===== config.mk =====
export PLATFORM = sky130hd
export DESIGN_NAME = rxpri_bus_arb
export DESIGN_NICKNAME = d
export VERILOG_FILES = /design/src/rtl/rxpri_pkg.sv /design/src/rtl/rxpri_watermark.sv /design/src/rtl/rxpri_len_cap.sv /design/src/rtl/rxpri_grant.sv /design/src/rtl/rxpri_bus_arb.sv
export SDC_FILE = /design/constraint.sdc
export NUM_CORES = 1
export LEC_CHECK = 0
export BUFFER_PORTS_ARGS = -buffer_cell sky130_fd_sc_hd__buf_2
export CORE_MARGIN = 4
export CORE_UTILIZATION = 46
export DETAILED_ROUTE_END_ITERATION = 16
export PLACE_DENSITY = 0.8
export SYNTH_ARGS = -nofsm -noshare
export SYNTH_HDL_FRONTEND = slang
export SYNTH_SLANG_ARGS = --single-unit
export TNS_END_PERCENT = 20

===== constraint.sdc =====
create_clock -name clk -period 2.05 [get_ports clk]
set_input_delay 0.41 -clock clk [delete_from_list [all_inputs] [get_ports clk]]
set_output_delay 0.41 -clock clk [all_outputs]
set_load 0.03 [all_outputs]

===== src/rtl/rxpri_pkg.sv =====
package rxpri_pkg;
  typedef enum logic {OWN_TX = 1'b0, OWN_RX = 1'b1} owner_e;
  localparam logic [1:0] BC_FREE = 2'd0;
  localparam logic [1:0] BC_RSVD = 2'd1;
  localparam logic [1:0] BC_LIMA = 2'd2;
  localparam logic [1:0] BC_LIMB = 2'd3;
endpackage


===== src/rtl/rxpri_watermark.sv =====
module rxpri_watermark #(
  parameter int DEPTH = 64,
  parameter int LVL_W = $clog2(DEPTH + 1)
) (
  input  logic             clk,
  input  logic             rst,
  input  logic             en,
  input  logic [2:0]       hi,
  input  logic [2:0]       lo,
  input  logic [LVL_W-1:0] fill,
  output logic             prio
);
  localparam int TH_W = LVL_W + 4;

  logic [TH_W-1:0] hi_thr, lo_thr, fill_x;

  always_comb begin
    hi_thr = (TH_W'(hi) * TH_W'(DEPTH)) >> 3;
    lo_thr = (TH_W'(lo) * TH_W'(DEPTH)) >> 3;
    fill_x = TH_W'(fill);
  end

  always_ff @(posedge clk) begin
    if (rst || !en) begin
      prio <= 1'b0;
    end else if (fill_x >= hi_thr) begin
      prio <= 1'b1;
    end else if (fill_x <= lo_thr) begin
      prio <= 1'b0;
    end
  end
endmodule


===== src/rtl/rxpri_len_cap.sv =====
module rxpri_len_cap
  import rxpri_pkg::*;
#(
  parameter int LEN_W = 11,
  parameter int SIZES = 3,
  parameter int LIM_A = 32,
  parameter int LIM_B = 64
) (
  input  logic [LEN_W-1:0] req_len,
  input  logic [1:0]       code,
  input  logic [SIZES-1:0] caps,
  output logic [LEN_W-1:0] out_len
);
  logic [LEN_W-1:0] nz_len, capped;

  always_comb begin
    nz_len = (req_len == '0) ? LEN_W'(1) : req_len;
    capped = nz_len;
    if (code == BC_LIMA && nz_len > LEN_W'(LIM_A)) capped = LEN_W'(LIM_A);
    if (code == BC_LIMB && nz_len > LEN_W'(LIM_B)) capped = LEN_W'(LIM_B);
  end

  always_comb begin
    if (caps == '0) begin
      out_len = capped;
    end else begin
      out_len = LEN_W'(1);
      for (int i = 0; i < SIZES; i++) begin
        if (caps[i] && (LEN_W'(4 << i) <= capped)) out_len = LEN_W'(4 << i);
      end
    end
  end
endmodule


===== src/rtl/rxpri_grant.sv =====
module rxpri_grant
  import rxpri_pkg::*;
#(
  parameter int LEN_W = 11
) (
  input  logic             clk,
  input  logic             rst,
  input  logic             rx_prio,
  input  logic             rx_req,
  input  logic             tx_req,
  input  logic [LEN_W-1:0] rx_glen,
  input  logic [LEN_W-1:0] tx_glen,
  input  logic             beat,
  output logic             gnt_rx,
  output logic             gnt_tx,
  output logic [LEN_W-1:0] gnt_len
);
  logic             busy;
  owner_e           last_own;
  logic [LEN_W-1:0] remain;
  logic             pick_rx;

  always_comb begin
    pick_rx = rx_req && (rx_prio || !tx_req || (last_own == OWN_TX));
  end

  always_ff @(posedge clk) begin
    if (rst) begin
      busy     <= 1'b0;
      last_own <= OWN_TX;
      remain   <= '0;
      gnt_rx   <= 1'b0;
      gnt_tx   <= 1'b0;
      gnt_len  <= '0;
    end else if (!busy) begin
      if (rx_req || tx_req) begin
        busy     <= 1'b1;
        gnt_rx   <= pick_rx;
        gnt_tx   <= !pick_rx;
        gnt_len  <= pick_rx ? rx_glen : tx_glen;
        remain   <= pick_rx ? rx_glen : tx_glen;
        last_own <= pick_rx ? OWN_RX : OWN_TX;
      end
    end else if (beat) begin
      remain <= remain - 1'b1;
      if (remain == LEN_W'(1)) begin
        busy    <= 1'b0;
        gnt_rx  <= 1'b0;
        gnt_tx  <= 1'b0;
        gnt_len <= '0;
      end
    end
  end
endmodule


===== src/rtl/rxpri_bus_arb.sv =====
module rxpri_bus_arb #(
  parameter int DEPTH = 64,
  parameter int LEN_W = 11,
  parameter int SIZES = 3,
  parameter int LIM_A = 32,
  parameter int LIM_B = 64,
  parameter int LVL_W = $clog2(DEPTH + 1)
) (
  input  logic             clk,
  input  logic             rst,
  input  logic             thr_en,
  input  logic [2:0]       hi_mark,
  input  logic [2:0]       lo_mark,
  input  logic [LVL_W-1:0] fill_level,
  input  logic [1:0]       burst_code,
  input  logic [SIZES-1:0] burst_caps,
  input  logic             rx_req,
  input  logic [LEN_W-1:0] rx_len,
  input  logic             tx_req,
  input  logic [LEN_W-1:0] tx_len,
  input  logic             beat,
  output logic             gnt_rx,
  output logic             gnt_tx,
  output logic [LEN_W-1:0] gnt_len,
  output logic             rx_prio
);
  localparam int ENG = 2;

  logic [ENG-1:0][LEN_W-1:0] req_v, glen_v;

  assign req_v[1] = rx_len;
  assign req_v[0] = tx_len;

  rxpri_watermark #(.DEPTH(DEPTH), .LVL_W(LVL_W)) u_wm (
    .clk (clk), .rst (rst), .en (thr_en), .hi (hi_mark), .lo (lo_mark),
    .fill(fill_level), .prio(rx_prio)
  );

  for (genvar g = 0; g < ENG; g++) begin : g_cap
    rxpri_len_cap #(.LEN_W(LEN_W), .SIZES(SIZES), .LIM_A(LIM_A), .LIM_B(LIM_B)) u_cap (
      .req_len(req_v[g]), .code(burst_code), .caps(burst_caps), .out_len(glen_v[g])
    );
  end

  rxpri_grant #(.LEN_W(LEN_W)) u_gnt (
    .clk    (clk), .rst(rst), .rx_prio(rx_prio),
    .rx_req (rx_req), .tx_req(tx_req),
    .rx_glen(glen_v[1]), .tx_glen(glen_v[0]),
    .beat   (beat), .gnt_rx(gnt_rx), .gnt_tx(gnt_tx), .gnt_len(gnt_len)
  );
endmodule


==> key figures, run 1 <==
Yosys
  • Post-synthesis simple-gate area fraction: 0.3246
  • Synth Area in Compound Gates: 0.2666
  • Main combinational cell family by area after synthesis: simple AND/OR/NAND/NOR gates
  • FFs w/ async S/R, synth: 0
  • Yosys top cell area share: 0.2816
  • Post-synthesis sequential area ratio: 0.2816
  • Mapped Cells: 262
  • Dominant cells by area after synthesis: dfxtp_1 (28%), nand2_1 (7.0%), nor2_1 (5.5%)
  • Yosys top cell by area: dfxtp_1
  • Post-Synth Adder-Cell Area: 0.05215
  • Distinct cells, synth: 47
  • Synth Register Bits: 27
  • Synth Area in XOR/XNOR: 0.004563
  • Synthesized area: 1919 um2
  • Mux contribution to synthesized area: 0.03129
  • EDFF count, synth: 0
  • Avg Cell Area, Syn: 7.326 um2
  • Syn nets: 316
  • Primary FF master, synth: dfxtp_1
  • YS warnings: 0

Setup path
  • Setup slack, reg-to-reg: -0.04 ns
  • Critical path class: flip-flop to flip-flop
  • Worst flop-to-flop path endpoint: u_gnt.remain[9]
  • Arrival @ worst endpoint: 2.29 ns
  • CP Data Required Time: 2.25 ns
  • Crit path max fanout: 4
  • Reg-to-Reg Start: u_gnt.remain[7]
  • Startpoint Class: flip-flop
  • R2R depth: 5
  • Crit end category: flip-flop

Route
  • Initial DRT Pass Iterations: 5
  • Post-Route WL: 6.147 mm
  • Via density: 5.880
  • Wire per inst: 14.99 um
  • # DRC: 0
  • Vias: 2411
  • DRT iter0 DRCs: 191
  • Final ANT Viol Nets: 0

Die
  • Die width: slightly above 70 um
  • Die Height: 72.60 um
  • Die ar.: ~5300 um2
  • Initial Utilization: 0.4764
  • CORE AREA: 4029 um2
  • I/O pins: 60
  • Row count: 23

GRT
  • Total global routing overflow: 0
  • Initial antenna violation count: 0
  • Pin count of the biggest net entering global routing: 22
  • Vias in the first global route: around 2300
  • First-pass GRT wire length: 10.23 mm
  • GRT Util Overall: 0.2377

CTS
  • H-tree levels: 1
  • Clk root buf: clkbuf_8
  • Worst-path clk slew: 0.09 ns
  • Clk sinks: 27
  • Cts hold-fix bufs: 0
  • CTS tree: built
  • Max clock buf depth: 2
  • CTS Buf Count: 3
  • Worst-skew pair later-pin latency: about 0.28 ns

Layout
  • Layout area overhead: 38.79%
  • Share of cells above drive strength 1: 0.3306
  • Antenna fix cells: 0
  • Most frequent cells in the layout: buf_2 (59), buf_4 (42), nand2_1 (35)
  • Most common cell after layout, fill and taps aside: buf_2
  • Fin nets: between 400 and 500

STA
  • Setup ws final: -0.03818 ns
  • Fin. Hold Viols: 0
  • Hold Slack: 0.3640 ns
  • Min Tclk post-route: 2.088 ns
  • Slew of the pin with the lowest slew margin: 0.6856 ns
  • Finish-stage setup viols: 5
  • Final worst path period share: 1.019
  • Max Freq: 478.9 MHz
  • Slew Limit Fails: 0
  • Skew final: roughly 0.0058 ns
  • Worst slew margin: 0.5394
  • RSZ-0062 raised after global routing: true

Placed design
  • Final GP Congestion: 0.9277
  • Detailed placement HPWL: 4.873 mm
  • Port Buf Inserts: 59
  • Dpl ws: -0.3141 ns

Power and ir drop
  • Max VDD drop: 473.1 uV
  • Leak Pwr: 1.193 nW
  • PwrDens: 529.2 nW/um2

Hold path
  • Hold path start: thr_en
  • Cells on Worst Hold Path: 2
  • Hold Path End: u_wm.prio
  • Worst hold path type: input pin to flip-flop

Outcome
  • Status: complete, but fails checks
  • Failing checks: setup timing

Flow run
  • Max-cap violations: 0
state kept, by name, summed over array words and instances, names as in the netlist:
signal and cells:
u_gnt.gnt_len 11, u_gnt.remain 11, u_gnt.busy 1, u_gnt.gnt_rx 1
u_gnt.gnt_tx 1, u_gnt.last_own 1, u_wm.prio 1
logic make-up (layout without fill, tap and decap cells):
kind of cell               count (synthesis)  after routing
xor gates and xnor gates                   1              1
DFF                                       27             27
AOI/OAI and AO/OA                         76             76
buffers and inverters                     20            118
and+or+nand+nor                          124            124
muxes                                      6              6
adders and majority gates                  8              8
what timing repair did:
item	CTS	global route
pin swaps	1	2
endpoints found under the setup margin	14	18
setup buffers	0	0
resized for setup	7	6
endpoints found under the hold margin	0	0
layer usage:
metal,vias to the layer above,global-route usage,share of wire
li1,1181,-,-
met2,107,0.4038,0.48
met3,9,0.04270,0.078
met1,1114,0.3148,0.43
met4,0,0.04918,0.012
met5,-,0,0
stage by stage:
| stage | TNS [ns] | util | area (um2) | power (mW) | instances |
|---|---|---|---|---|---|
| after CTS | -0.04325 | 0.6534 | 2633 | 1.389 | 410 |
| after global placement | -2.440 | 0.6370 | 2566 | 1.069 | 406 |
| after floorplan | 0 | - | 1919 | 0.8643 | 262 |
| final | -0.1223 | 0.6612 | 2664 | 1.410 | 410 |
| after global routing | -0.6528 | 0.6612 | 2664 | 1.497 | 410 |
| after detailed placement | -2.917 | 0.6370 | 2566 | 1.081 | 406 |
report_power, final:
| part | switching, mW | total [mW] | internal, mW |
|---|---|---|---|
| Clock | 0.166 | 0.306 | 0.140 |
| Sequential | 0.0260 | 0.585 | 0.559 |
| Combinational | 0.291 | 0.519 | 0.228 |
worst max-delay path, stage by stage (launching register included):
cell     delay (ns)
dfxtp_2        0.34
or4_4          0.54
o41a_1         0.45
or3_4          0.37
a21o_1         0.19
a21oi_1        0.13
worst max-delay path by stage:
stage	startpoint	endpoint	slack, ns	cells after the start
6_report	u_gnt.remain[7]	u_gnt.remain[9]	-0.04	5
2_1_floorplan	tx_len[10]	u_gnt.remain[3]	0.007	6
4_1_cts	u_gnt.remain[7]	u_gnt.remain[9]	-0.02	5
5_1_grt	u_gnt.remain[7]	u_gnt.gnt_len[9]	-0.10	5
3_5_place_dp	rx_len[7]	u_gnt.remain[3]	-0.31	7
3_3_place_gp	rx_len[7]	u_gnt.remain[3]	-0.28	7
cells in the mapped netlist (all sizes together), types with 2 or more instances:
master and instances:
a31oi 7, a21oi 17, ha 8, inv 13, o211ai 3, nand2 36, o21ai 20, nor3 13
nor2 28, nand4 3, or3 2, nor3b 2, a21o 2, dfxtp 27, clkbuf 7, nand3 9
and3 2, mux2i 6, or4 6, o31ai 4, nand2b 2, nor4 8, a311oi 7, a2111oi 2
nand4b 2, nor2b 4, o41ai 2, nand3b 2, and2 4, o22ai 2
area by class of cell:
class / instances / area, um2
inverters: 13 / 48.80
multi-input cells: 215 / 1355
clock buffers: 4 / 45.04
repair buffers: 101 / 610.6
well taps: 50 / 62.56
flip-flops and latches: 27 / 541.8
fillers: 377 / 1365
Power figures use the tool's default switching activity.
==> run 2: changes to the inputs <==
- CORE_UTILIZATION: 46 -> 50
- PLACE_DENSITY: 0.8 -> 0.82
- SETUP_SLACK_MARGIN: unset -> 0.15
- clock period: 2.05 -> 2 ns (I/O delays scaled with it)
==> key figures, run 2 (synthesis results as in run 1) <==
Outcome
  • Status: complete, but fails checks
  • Failing checks: setup timing

Layout
  • Design Area, Final: 2760 um2
  • Most frequent cells in the layout: buf_2 (57), buf_4 (40), nand2_1 (34)
  • Share of cells above drive strength 1: 0.3603
  • Largest registers: u_gnt.gnt_len (11), u_gnt.remain (11)
  • Most common cell after layout, fill and taps aside: buf_2
  • Non-Filler Instances: ~410
  • Fin nets: 413
  • Layout area overhead: 43.81%
  • Antenna fix cells: 0

Setup path
  • Crit path max fanout: 3
  • CP endpoint: u_gnt.remain[9]
  • Crit end category: flip-flop
  • CP max-delay cell: or4_4
  • Slowest stage delay, CP: 0.53 ns
  • Startpoint Class: flip-flop
  • Crit path max-delay family: simple AND/OR/NAND/NOR gates
  • Critical path class: flip-flop to flip-flop
  • CP Data Required Time: 2.22 ns
  • Setup slack, reg-to-reg: -0.08 ns
  • R2R depth: 5
  • Reg-to-Reg Start: u_gnt.remain[7]
  • CP Cell Sequence: or4_4 > o41a_1 > or3_4 > a21o_1 > a21oi_2
  • Combined buffer and inverter count along the critical path: 0
  • Arrival @ worst endpoint: between 2 and 2.5 ns
  • Worst flop-to-flop path endpoint: u_gnt.remain[9]
  • Worst Setup SP: u_gnt.remain[7]
  • Levels on crit path: 5

STA
  • Min Tclk post-route: 2.081 ns
  • Max Freq: 480.5 MHz
  • Slew Limit Fails: 0
  • Setup ws final: -0.08126 ns
  • Slew of the pin with the lowest slew margin: 0.5333 ns
  • Finish-stage setup viols: 6
  • Fin. Hold Viols: 0
  • Worst slew margin: 0.6352
  • RSZ-0062 raised after global routing: true
  • Hold Slack: 0.3659 ns
  • Skew final: 0.003126 ns
  • Final worst path period share: 1.041

Route
  • # DRC: 0
  • Post-Route WL: 6.503 mm
  • Vias: 2441
  • Initial DRT Pass Iterations: 4
  • Wire per inst: 16.02 um
  • DRT iter0 DRCs: 200
  • Final ANT Viol Nets: 0
  • Via density: ~6

CTS
  • Max clock buf depth: 2
  • H-tree levels: 1
  • CTS tree: built
  • Worst-path clk slew: roughly 0.09 ns
  • Clk root buf: clkbuf_8
  • Worst-skew pair later-pin latency: between 0.2 and 0.3 ns
  • Cts hold-fix bufs: 0
  • CTS Buf Count: 3
  • Clk sinks: 27

Die
  • Die width: 69.96 um
  • I/O pins: 60
  • Die ar.: 4894 um2
  • Initial Utilization: 0.5204
  • Die Height: between 60 and 70 um
  • Row count: 22
  • CORE AREA: 3689 um2

Placed design
  • Final GP Congestion: 0.9821
  • Dpl ws: -0.2175 ns
  • Port Buf Inserts: between 50 and 60
  • Placed cells: 402
  • Cell Area, Placed: 2605 um2
  • Detailed placement HPWL: 5.059 mm

Power and ir drop
  • Max VDD drop: 551.4 uV
  • Tot Pwr: 1.477 mW
  • PwrDens: around 540 nW/um2
  • Leak Pwr: 1.210 nW

GRT
  • First-pass GRT wire length: 10.37 mm
  • Total global routing overflow: 0
  • Initial antenna violation count: 0
  • GRT Util Overall: 0.2565
  • Pin count of the biggest net entering global routing: 22
  • Vias in the first global route: approximately 2400

Hold path
  • Worst hold path type: input pin to flip-flop

Flow run
  • Max-cap violations: 0
==> run 2: cell count changes in the layout (fill, tap and decap cells not counted), sizes merged <==
cell,change
buf,-2
clkbuf,-1
clkinv,+1
==> run 2: layer usage <==
metal | track usage | vias to the layer above | wire length, um
li1 | - | 1183 | -
met1 | 0.3289 | 1145 | 2718
met2 | 0.4365 | 94 | 3114
met3 | 0.04173 | 19 | 485
met4 | 0.08298 | 0 | 185
met5 | 0 | - | 0
==> run 2: final cells by class <==
type | count | area [um2]
clock buffer | 3 | 41.29
clock inverter | 1 | 5.005
fill | 304 | 928.4
inverter | 13 | 48.80
multi-input combinational | 215 | 1450
sequential | 27 | 543.0
tap | 48 | 60.06
timing repair buffer | 99 | 611.8
==> run 2: worst min path at each step <==
stage | from | depth (start not counted) | slack (ns) | to
final | thr_en | 2 | 0.37 | u_wm.prio
after global routing | thr_en | 2 | 0.37 | u_wm.prio
after CTS | thr_en | 2 | 0.37 | u_wm.prio
after detailed placement | u_gnt.gnt_len[7] | 2 | 0.45 | u_gnt.gnt_len[7]
after global placement | u_gnt.gnt_len[7] | 2 | 0.44 | u_gnt.gnt_len[7]
after floorplan | u_gnt.last_own | 2 | 0.46 | u_gnt.last_own
==> run 2: what timing repair did <==
item,4_1_cts,5_1_grt
setup buffers,0,0
resized for setup,9,19
endpoints found under the setup margin,18,23
gates cloned,0,0
pin swaps,2,9
==> run 2: through the flow <==
step	TNS, ns	util
after floorplan	0	-
after global placement	-1.518	0.7062
after detailed placement	-1.876	0.7062
after CTS	-0.3560	0.7283
after global routing	-0.7617	0.7483
final	-0.2800	0.7483
==> run 2: where the power goes <==
part	switching, mW	total [mW]	internal (mW)
combinational	0.318	0.565	0.247
sequential	0.0224	0.596	0.574
clock	0.176	0.316	0.140
==> run 3: changes to the inputs <==
- CORE_UTILIZATION: 50 -> 51
- PLACE_DENSITY: 0.82 -> 0.84
==> key figures, run 3 (synthesis results as in run 1) <==
Outcome
  • Status: complete, but fails checks
  • Failing checks: setup timing

Layout
  • Share of cells above drive strength 1: 0.3520
  • Most frequent cells in the layout: buf_2 (57), buf_4 (40), nand2_1 (34)
  • Layout area overhead: 43.29%
  • Largest registers: u_gnt.gnt_len (11), u_gnt.remain (11)
  • Design Area, Final: 2750 um2
  • Fin nets: between 400 and 500
  • Util after Layout: 0.7512
  • Antenna fix cells: 0
  • Non-Filler Instances: ~400
  • Layout fillers: 274
  • Most common cell after layout, fill and taps aside: buf_2

STA
  • Setup ws final: -0.1307 ns
  • RSZ-0062 raised after global routing: true
  • Max Freq: 469.3 MHz
  • Skew final: ~0.009 ns
  • Min Tclk post-route: 2.131 ns
  • Fin. Hold Viols: 0
  • Finish-stage setup viols: 9
  • Worst slew margin: 0.4810
  • Final worst path period share: 1.065
  • Slew of the pin with the lowest slew margin: 0.7726 ns
  • Slew Limit Fails: 0

Setup path
  • Crit end category: flip-flop
  • CP max-delay cell: or4_4
  • Slowest stage delay, CP: 0.53 ns
  • Crit path max-delay family: simple AND/OR/NAND/NOR gates
  • Startpoint Class: flip-flop
  • CP Data Required Time: 2.21 ns
  • Crit path max fanout: 3
  • Critical path class: flip-flop to flip-flop
  • Arrival @ worst endpoint: roughly 2.3 ns
  • Combined buffer and inverter count along the critical path: 0
  • CP Cell Sequence: or4_4 > o41a_1 > or3_4 > a21o_1 > a21oi_2

CTS
  • H-tree levels: 1
  • CTS Buf Count: 3
  • Cts hold-fix bufs: 0
  • Worst-path clk slew: 0.08 ns
  • CTS tree: built
  • Max clock buf depth: 2
  • Clk root buf: clkbuf_8
  • Clk sinks: 27
  • Worst-skew pair later-pin latency: between 0.2 and 0.3 ns

GRT
  • Initial antenna violation count: 0
  • Pin count of the biggest net entering global routing: 22
  • Total global routing overflow: 0
  • First-pass GRT wire length: around 11 mm
  • Vias in the first global route: around 2400
  • GRT Util Overall: 0.2651

Route
  • Wire per inst: 16.10 um
  • Post-Route WL: 6.535 mm
  • Highest metal used: met4
  • Initial DRT Pass Iterations: 8
  • Via density: between 6 and 7
  • DRT iter0 DRCs: 276
  • Met3 WL post-DR: approximately 540 um
  • Met2 wire len: 3.147 mm
  • Length of routed wiring on met1: 2.699 mm
  • Final ANT Viol Nets: 0
  • # DRC: 0
  • Vias: 2482

Power and ir drop
  • Leak Pwr: 1.201 nW
  • Max VDD drop: 478.3 uV
  • PwrDens: 534.8 nW/um2
  • Tot Pwr: about 1.5 mW

Placed design
  • Detailed placement HPWL: 5.184 mm
  • Port Buf Inserts: 59
  • Placed cells: ~400
  • Final GP Congestion: 0.9373
  • Cell Area, Placed: 2605 um2

Die
  • Die width: 69.35 um
  • I/O pins: 60
  • Die Height: roughly 69 um
  • Row count: 22
  • Initial Utilization: 0.5243
  • CORE AREA: approximately 3700 um2
  • Die ar.: 4809 um2

Flow run
  • Max-cap violations: 0

Hold path
  • Worst hold path type: input pin to flip-flop
-- run 3: repair_timing --
action | in CTS | in global routing
buffers inserted | 0 | 0
setup endpoints to repair | 17 | 24
pin swaps | 3 | 9
endpoints found under the hold margin | 0 | 0
resized for setup | 7 | 21
-- run 3: cell type report --
class	instances	area [um2]	share of cell area
Sequential cell	27	541.8	0.1970
Clock buffer	4	45.04	0.01638
Tap cell	48	60.06	0.02184
Timing Repair Buffer	99	608.1	0.2211
Inverter	13	48.80	0.01774
Multi-Input combinational cell	215	1446	0.5259
-- run 3: per-stage QoR --
stage | TNS [ns] | hold slack (ns) | worst slack (ns)
floorplan | 0 | 0.4574 | 0.05814
global placement | -1.261 | 0.4416 | -0.1523
detailed placement | -1.994 | 0.4554 | -0.2264
CTS | -0.4352 | 0.3661 | -0.09273
global route | -1.214 | 0.3670 | -0.1798
finish | -0.5918 | 0.3709 | -0.1307
-- run 3: routing by layer --
layer / track usage / up-vias
li1: - / 1187
met1: 0.3375 / 1125
met2: 0.4439 / 149
met3: 0.05942 / 21
met4: 0.08243 / 0
met5: 0 / -
-- run 3: path summary, 6_finish.rpt --
| path | startpoint | endpoint | slack, ns | cells after the start |
|---|---|---|---|---|
| max | u_gnt.remain[6] | u_gnt.remain[9] | -0.13 | 5 |
| min | thr_en | u_wm.prio | 0.37 | 2 |
| max reg2reg | u_gnt.remain[6] | u_gnt.remain[9] | -0.13 | 5 |
| min reg2reg | u_gnt.gnt_len[1] | u_gnt.gnt_len[1] | 0.47 | 2 |
-- run 3: where the power goes --
group | total (mW) | leakage (nW) | internal (mW) | switching (mW)
logic | 0.564 | 0.957 | 0.244 | 0.320
registers | 0.597 | 0.221 | 0.573 | 0.0237
clock network | 0.309 | 0.0228 | 0.143 | 0.167
total | 1.47 | 1.20 | 0.960 | 0.510
